File: src/rtl/nbr_pkg.sv
package nbr_pkg;
    localparam int MAIN_BYTES  = 512;
    localparam int HALF_BYTES  = MAIN_BYTES / 2;
    localparam int SPARE_BYTES = 16;
    localparam int ADDR_CYCLES = 4;
    localparam int PAGE_AW     = 8 * (ADDR_CYCLES - 1);
    localparam int CNT_W       = $clog2(HALF_BYTES);

    localparam logic [7:0] CMD_RESET = 8'hFF;
    localparam logic [7:0] CMD_RD_LO = 8'h00;
    localparam logic [7:0] CMD_RD_HI = 8'h01;
    localparam logic [7:0] CMD_RD_SP = 8'h50;

    typedef enum logic [1:0] {RG_RST, RG_LO, RG_HI, RG_SP} region_e;

    typedef enum logic [2:0] {
        ST_IDLE, ST_WSET, ST_WLOW, ST_BSYLO, ST_BSYHI, ST_RLOW, ST_RREC
    } state_e;

    function automatic logic [7:0] region_cmd(region_e r);
        case (r)
            RG_RST:  return CMD_RESET;
            RG_LO:   return CMD_RD_LO;
            RG_HI:   return CMD_RD_HI;
            default: return CMD_RD_SP;
        endcase
    endfunction

    // byte driven in write slot idx: 0 = command, 1 = column, 2..4 = page bytes
    function automatic logic [7:0] wr_byte(region_e r, logic [2:0] idx,
                                           logic [PAGE_AW-1:0] pg);
        case (idx)
            3'd0:    return region_cmd(r);
            3'd1:    return 8'h00;
            3'd2:    return pg[7:0];
            3'd3:    return pg[15:8];
            default: return pg[23:16];
        endcase
    endfunction

    function automatic logic [CNT_W-1:0] region_last(region_e r);
        if (r == RG_SP) return CNT_W'(SPARE_BYTES - 1);
        return CNT_W'(HALF_BYTES - 1);
    endfunction
endpackage

File: src/rtl/nbr_timer.sv
module nbr_timer #(
    parameter int TW = 4
) (
    input  logic          clk,
    input  logic          rst,
    input  logic          load,
    input  logic [TW-1:0] len,
    output logic          expired
);
    logic [TW-1:0] cnt_q;

    always_ff @(posedge clk) begin
        if (rst)               cnt_q <= '0;
        else if (load)         cnt_q <= len;
        else if (cnt_q != '0)  cnt_q <= cnt_q - 1'b1;
    end

    assign expired = (cnt_q == '0);
endmodule

File: src/rtl/nbr_cursor.sv
module nbr_cursor
    import nbr_pkg::*;
(
    input  logic               clk,
    input  logic               rst,
    input  logic               page_clr,
    input  logic               page_inc,
    input  logic               byte_clr,
    input  logic               byte_inc,
    input  region_e            region,
    output logic [PAGE_AW-1:0] page,
    output logic               byte_last
);
    logic [CNT_W-1:0] byte_q;

    always_ff @(posedge clk) begin
        if (rst || page_clr) page <= '0;
        else if (page_inc)   page <= page + 1'b1;
    end

    always_ff @(posedge clk) begin
        if (rst || byte_clr) byte_q <= '0;
        else if (byte_inc)   byte_q <= byte_q + 1'b1;
    end

    assign byte_last = (byte_q == region_last(region));
endmodule

File: src/rtl/nand_boot_rd.sv
module nand_boot_rd
    import nbr_pkg::*;
#(
    parameter int TW = 4
) (
    input  logic          clk,
    input  logic          rst,
    input  logic          start,
    input  logic          stop,
    input  logic [TW-1:0] cfg_we_len,
    input  logic [TW-1:0] cfg_re_len,
    input  logic [TW-1:0] cfg_setup_len,
    output logic          nd_ce_n,
    output logic          nd_cle,
    output logic          nd_ale,
    output logic          nd_we_n,
    output logic          nd_re_n,
    output logic [7:0]    nd_dq_o,
    output logic          nd_dq_oe,
    input  logic [7:0]    nd_dq_i,
    input  logic          nd_rb,
    output logic          out_valid,
    output logic [7:0]    out_data,
    output logic          out_spare
);
    state_e  state_q, state_d;
    region_e region_q, region_d;
    logic [2:0] widx_q, widx_d;
    logic stop_pend_q, stop_now;
    logic t_load, t_exp;
    logic [TW-1:0] t_len;
    logic page_clr, page_inc, byte_clr, byte_inc, byte_last;
    logic [PAGE_AW-1:0] page;
    logic wr_phase;

    nbr_timer #(.TW(TW)) i_timer (
        .clk(clk), .rst(rst), .load(t_load), .len(t_len), .expired(t_exp)
    );

    nbr_cursor i_cursor (
        .clk(clk), .rst(rst),
        .page_clr(page_clr), .page_inc(page_inc),
        .byte_clr(byte_clr), .byte_inc(byte_inc),
        .region(region_q), .page(page), .byte_last(byte_last)
    );

    assign stop_now = stop_pend_q | stop;

    always_comb begin
        state_d  = state_q;
        region_d = region_q;
        widx_d   = widx_q;
        page_clr = 1'b0;
        page_inc = 1'b0;
        byte_clr = 1'b0;
        byte_inc = 1'b0;
        case (state_q)
            ST_IDLE: if (start) begin
                state_d  = ST_WSET;
                region_d = RG_RST;
                widx_d   = '0;
                page_clr = 1'b1;
            end
            ST_WSET: if (t_exp) state_d = ST_WLOW;
            ST_WLOW: if (t_exp) begin
                if (region_q == RG_RST || widx_q == 3'(ADDR_CYCLES)) begin
                    state_d = ST_BSYLO;
                end else begin
                    widx_d  = widx_q + 1'b1;
                    state_d = ST_WSET;
                end
            end
            ST_BSYLO: if (!nd_rb) state_d = ST_BSYHI;
            ST_BSYHI: if (nd_rb) begin
                if (region_q == RG_RST) begin
                    region_d = RG_LO;
                    widx_d   = '0;
                    state_d  = ST_WSET;
                end else begin
                    byte_clr = 1'b1;
                    state_d  = ST_RLOW;
                end
            end
            ST_RLOW: if (t_exp) state_d = ST_RREC;
            ST_RREC: if (t_exp) begin
                if (!byte_last) begin
                    byte_inc = 1'b1;
                    state_d  = ST_RLOW;
                end else begin
                    widx_d  = '0;
                    state_d = ST_WSET;
                    case (region_q)
                        RG_LO: region_d = RG_HI;
                        RG_HI: region_d = RG_SP;
                        default: begin
                            page_inc = 1'b1;
                            region_d = RG_LO;
                            if (stop_now) state_d = ST_IDLE;
                        end
                    endcase
                end
            end
            default: state_d = ST_IDLE;
        endcase
    end

    assign t_load = (state_d != state_q);
    always_comb begin
        case (state_d)
            ST_WLOW: t_len = cfg_we_len;
            ST_RLOW: t_len = cfg_re_len;
            default: t_len = cfg_setup_len;
        endcase
    end

    always_ff @(posedge clk) begin
        if (rst) begin
            state_q     <= ST_IDLE;
            region_q    <= RG_RST;
            widx_q      <= '0;
            stop_pend_q <= 1'b0;
        end else begin
            state_q  <= state_d;
            region_q <= region_d;
            widx_q   <= widx_d;
            if (state_d == ST_IDLE)                  stop_pend_q <= 1'b0;
            else if (state_q != ST_IDLE && stop)     stop_pend_q <= 1'b1;
        end
    end

    always_ff @(posedge clk) begin
        if (rst) begin
            out_valid <= 1'b0;
            out_data  <= '0;
            out_spare <= 1'b0;
        end else begin
            out_valid <= (state_q == ST_RLOW) && t_exp;
            if ((state_q == ST_RLOW) && t_exp) begin
                out_data  <= nd_dq_i;
                out_spare <= (region_q == RG_SP);
            end
        end
    end

    assign wr_phase = (state_q == ST_WSET) || (state_q == ST_WLOW);
    assign nd_ce_n  = (state_q == ST_IDLE);
    assign nd_we_n  = (state_q != ST_WLOW);
    assign nd_re_n  = (state_q != ST_RLOW);
    assign nd_cle   = wr_phase && (widx_q == '0);
    assign nd_ale   = wr_phase && (widx_q != '0);
    assign nd_dq_oe = wr_phase;
    assign nd_dq_o  = wr_phase ? wr_byte(region_q, widx_q, page) : 8'h00;
endmodule

File: config.mk
export PLATFORM = sky130hd
export DESIGN_NAME = nand_boot_rd
export DESIGN_NICKNAME = d
export VERILOG_FILES = /design/src/rtl/nbr_pkg.sv /design/src/rtl/nbr_timer.sv /design/src/rtl/nbr_cursor.sv /design/src/rtl/nand_boot_rd.sv
export SDC_FILE = /design/constraint.sdc
export NUM_CORES = 1
export LEC_CHECK = 0
export ABC_AREA = 0
export BUFFER_PORTS_ARGS = -buffer_cell sky130_fd_sc_hd__buf_2
export CORE_ASPECT_RATIO = 1.1
export CORE_MARGIN = 10
export CORE_UTILIZATION = 51
export DETAILED_ROUTE_END_ITERATION = 7
export GPL_TIMING_DRIVEN = 1
export PLACE_DENSITY = 0.76
export SETUP_SLACK_MARGIN = 0.02
export SLEW_MARGIN = 20
export SYNTH_ARGS = -nofsm -noshare
export SYNTH_HDL_FRONTEND = slang
export SYNTH_SLANG_ARGS = --single-unit
File: constraint.sdc
create_clock -name clk -period 2.45 [get_ports clk]
set_input_delay 0 -clock clk [delete_from_list [all_inputs] [get_ports clk]]
set_output_delay 0 -clock clk [all_outputs]
set_load 0.02 [all_outputs]
==> flow_summary_export.csv <==
group,metric,value,unit
critical_path,critPathTopFamily,"simple AND/OR/NAND/NOR gates",
synth,synth_async_sr_flop_share,0,%
drt,dr.first_iter.drc_count,139,
clocking,htreeDepth,2,
global_route,grt_overflow,0,
finish,syn2layout_area_growth,23.2,%
placed_design,gp_congestion,0.872,
synth,synth-seq-cells,55,
floorplan,die_w,94.3,um
power,p_leak,1.42,nW
synth,synthTopCellsByCount,"55 x dfxtp_1, 53 x nor2_1, 46 x nand2_1",
timing,finClkSkew,0.00846,ns
synth,ys.flop_type,"dfxtp_1",
critical_path,end_kind,"register",
run_status,status,"finished clean",
floorplan,initial_core_util,53.0,%
finish,diodes,0,
clocking,cts_tree,"yes",
placed_design,dp_hpwl,5.87,mm
global_route,grt_max_degree,26,
power,clkPwrFrac,20.2,%
critical_path,critPathKind,"reg2reg",
floorplan,core-area,0.00584,mm2
timing,tightestPinTransition,0.649,ns
drt,wl_per_cell,14.3,um
clocking,cts_buffers,5,
timing,setup_tns,0,ns
power,intPower,1.85,mW
critical_path,crit_chain,"inv_1 > ha_2 > or3b_4 > nor2_4 > nor4b_4 > nand3_2 > or4_1 > a21oi_1",
synth,syn_nets,432,
synth,synth_area_leaders,"dfxtp_1 36%, nor2_1 6.4%, nand2_1 5.6%, xnor2_1 5.4%, ha_1 5.3%",
drt,dr.pass1.iters,4,
placed_design,numPortBuffers,48,
critical_path,r2r_slack,0.12,ns
critical_path,arrival,2.57,ns
timing,hold_viol,0,
timing,holdWs,0.0276,ns
timing,slew_viol_final,0,
drt,drc,0,
timing,fmax,0.429,GHz
synth,synth.distinct_cells,46,
timing,post-route-period-util,95.2,%
critical_path,crit_path_max_incr_delay,0.43,ns
synth,yosysSeqAreaShare,35.6,%
clocking,clkLatencyLatePin,0.31,ns
clocking,cts_root_buffer,"clkbuf_8",
worst_hold_path,holdCritPathClass,"in2reg",
timing,rsz0062_at_grt,"yes",
synth,avgSynthCellArea,7.86,um2
drt,via_count,3032,
critical_path,crit_required,2.69,ns
critical_path,cp-start-kind,"register",
run,max-cap-violations,0,
floorplan,num_io_pins,49,
power,comb_power_share,46.7,%
timing,slew_headroom,56.6,%
global_route,grt_pass1_vias,2896,
clocking,cts_buffer_depth,2,
synth,yosysTopAreaCellShare,35.6,%
floorplan,num_rows,29,
power,sw_frac_of_total,40.6,%
critical_path,crit_fanout,5,
floorplan,die_area,0.00959,mm2
power,seq_power_share,33.1,%
critical_path,critPathSlowestCell,"or3b_4",
drt,detail-route-antenna-nets,0,
synth,synth_area,0.00310,mm2
drt,via_per_inst,5.56,
timing,final-setup-viol-count,0,
synth,synthCells,394,
synth,yosysTopAreaCell,"dfxtp_1",
global_route,grt_usage,15.8,%
synth,synth_warnings,0,
timing,fin_crit,2.33,ns
global_route,grt_pass1_wl,12.8,mm
drt,drt_wl_total,7.81,mm
finish,fillCellCount,518,
finish,drive_above_1_share,20.5,%
clocking,cts_sinks,55,
synth,yosysMostFrequentCell,"dfxtp_1",
clocking,clk_pin_slew_worst_paths,0.10,ns
critical_path,critPathBufInv,1,
power,ir_drop,0.767,mV
floorplan,die_h,102,um
power,p_per_area,817,mW/mm2
finish,nNetsFinal,505,
synth,synth_edf_count,0,
power,switchingPower,1.27,mW
global_route,antenna_found_initial,0,
==> worst min-delay path: stages <==
cell and delay [ns]:
buf_2 0.10, a21oi_1 0.13, a311oi_1 0.06
==> layout by cell type (no fill, tap or decap), drive strengths merged, types with 2 or more instances in the layout <==
| cell | netlist | layout |
|---|---|---|
| o22ai | 2 | 2 |
| dfxtp | 55 | 55 |
| nand2b | 4 | 4 |
| clkbuf | 13 | 6 |
| nand3 | 14 | 14 |
| inv | 19 | 19 |
| buf | 0 | 67 |
| a221oi | 15 | 15 |
| nand4 | 10 | 10 |
| a31oi | 2 | 2 |
| nand2 | 46 | 46 |
| nor4 | 9 | 9 |
| or3 | 9 | 9 |
| and3 | 2 | 2 |
| or4 | 2 | 2 |
| and2 | 5 | 5 |
| ha | 13 | 13 |
| mux2i | 3 | 3 |
| nor2b | 4 | 4 |
| a21oi | 32 | 32 |
| dlygate4sd3 | 0 | 12 |
| a22oi | 2 | 2 |
| o31ai | 4 | 4 |
| o21ai | 16 | 16 |
| xor2 | 6 | 6 |
| nor3 | 15 | 15 |
| nand3b | 2 | 2 |
| xnor2 | 19 | 19 |
| nor2 | 53 | 53 |
| or2 | 3 | 3 |
==> logic make-up after synthesis <==
kind of cell               after synthesis  share of synthesized area (%)
xor gates and xnor gates                25                           7.07
buffers and inverters                   32                           3.88
muxes                                    3                          0.970
DFF                                     55                           35.6
adders and majority gates               13                           5.25
and+or+nand+nor                        186                           30.4
AOI/OAI and AO/OA                       80                           16.8
==> per-layer routing <==
metal  up-vias  track usage (%)  part of all wire, %
met5         -                0                    0
li1       1548                -                    -
met4         0             4.68                  1.1
met3         8             4.73                  6.9
met2        93             26.7                   50
met1      1383             18.9                   42
==> power by group through the flow <==
| stage | sequential (mW) | clock [mW] | combinational (mW) |
|---|---|---|---|
| detailed placement | 1.05 | 0 | 1.38 |
| global placement | 1.04 | 0 | 1.36 |
| floorplan | 1.01 | 0 | 0.962 |
| global route | 1.04 | 0.671 | 1.59 |
| CTS | 1.03 | 0.646 | 1.42 |
| finish | 1.03 | 0.629 | 1.46 |
==> what timing repair did <==
action / CTS / global route
resized for setup: 4 / 7
buffers inserted: 3 / 0
endpoints found under the hold margin: 12 / 0
pin swaps: 5 / 4
hold buffers: 12 / 0
endpoints found under the setup margin: 2 / 17
==> area by class of cell <==
| type | instances | area [um2] | area share [%] |
|---|---|---|---|
| tap | 77 | 96.3 | 2.53 |
| clock inverter | 2 | 35.0 | 0.919 |
| timing repair buffer | 79 | 503 | 13.2 |
| inverter | 19 | 71.3 | 1.87 |
| multi-input combinational | 307 | 1920 | 50.3 |
| clock buffer | 6 | 82.6 | 2.17 |
| sequential | 55 | 1100 | 29.0 |
==> registers in the layout (all words and copies together) (netlist names) <==
signal and cells:
stop_pend_q 1, i_cursor.page 24, out_valid 1, i_cursor.byte_q 8, state_q 3, out_spare 1
widx_q 3, out_data 8, region_q 2, i_timer.cnt_q 4
==> per-stage QoR <==
stage | total power [mW] | instances | worst slack (ns) | util, % | area, um2
2_1_floorplan | 1.97 | 394 | 0.0365 | - | 3100
3_3_place_gp | 2.40 | 522 | 0.0933 | 60.0 | 3510
3_5_place_dp | 2.43 | 522 | 0.0346 | 60.0 | 3510
4_1_cts | 3.09 | 545 | 0.0228 | 64.6 | 3780
5_1_grt | 3.31 | 545 | 0.0103 | 65.3 | 3810
6_report | 3.12 | 545 | 0.118 | 65.3 | 3810
==> worst paths after layout <==
path                                  startpoint                end  cells after the start
worst max register to register  i_timer.cnt_q[0]  i_cursor.page[17]                      8
worst min-delay path                        stop        stop_pend_q                      3
worst max-delay path            i_timer.cnt_q[0]  i_cursor.page[17]                      8
worst min register to register       out_data[3]        out_data[3]                      2
Power figures use the tool's default switching activity.
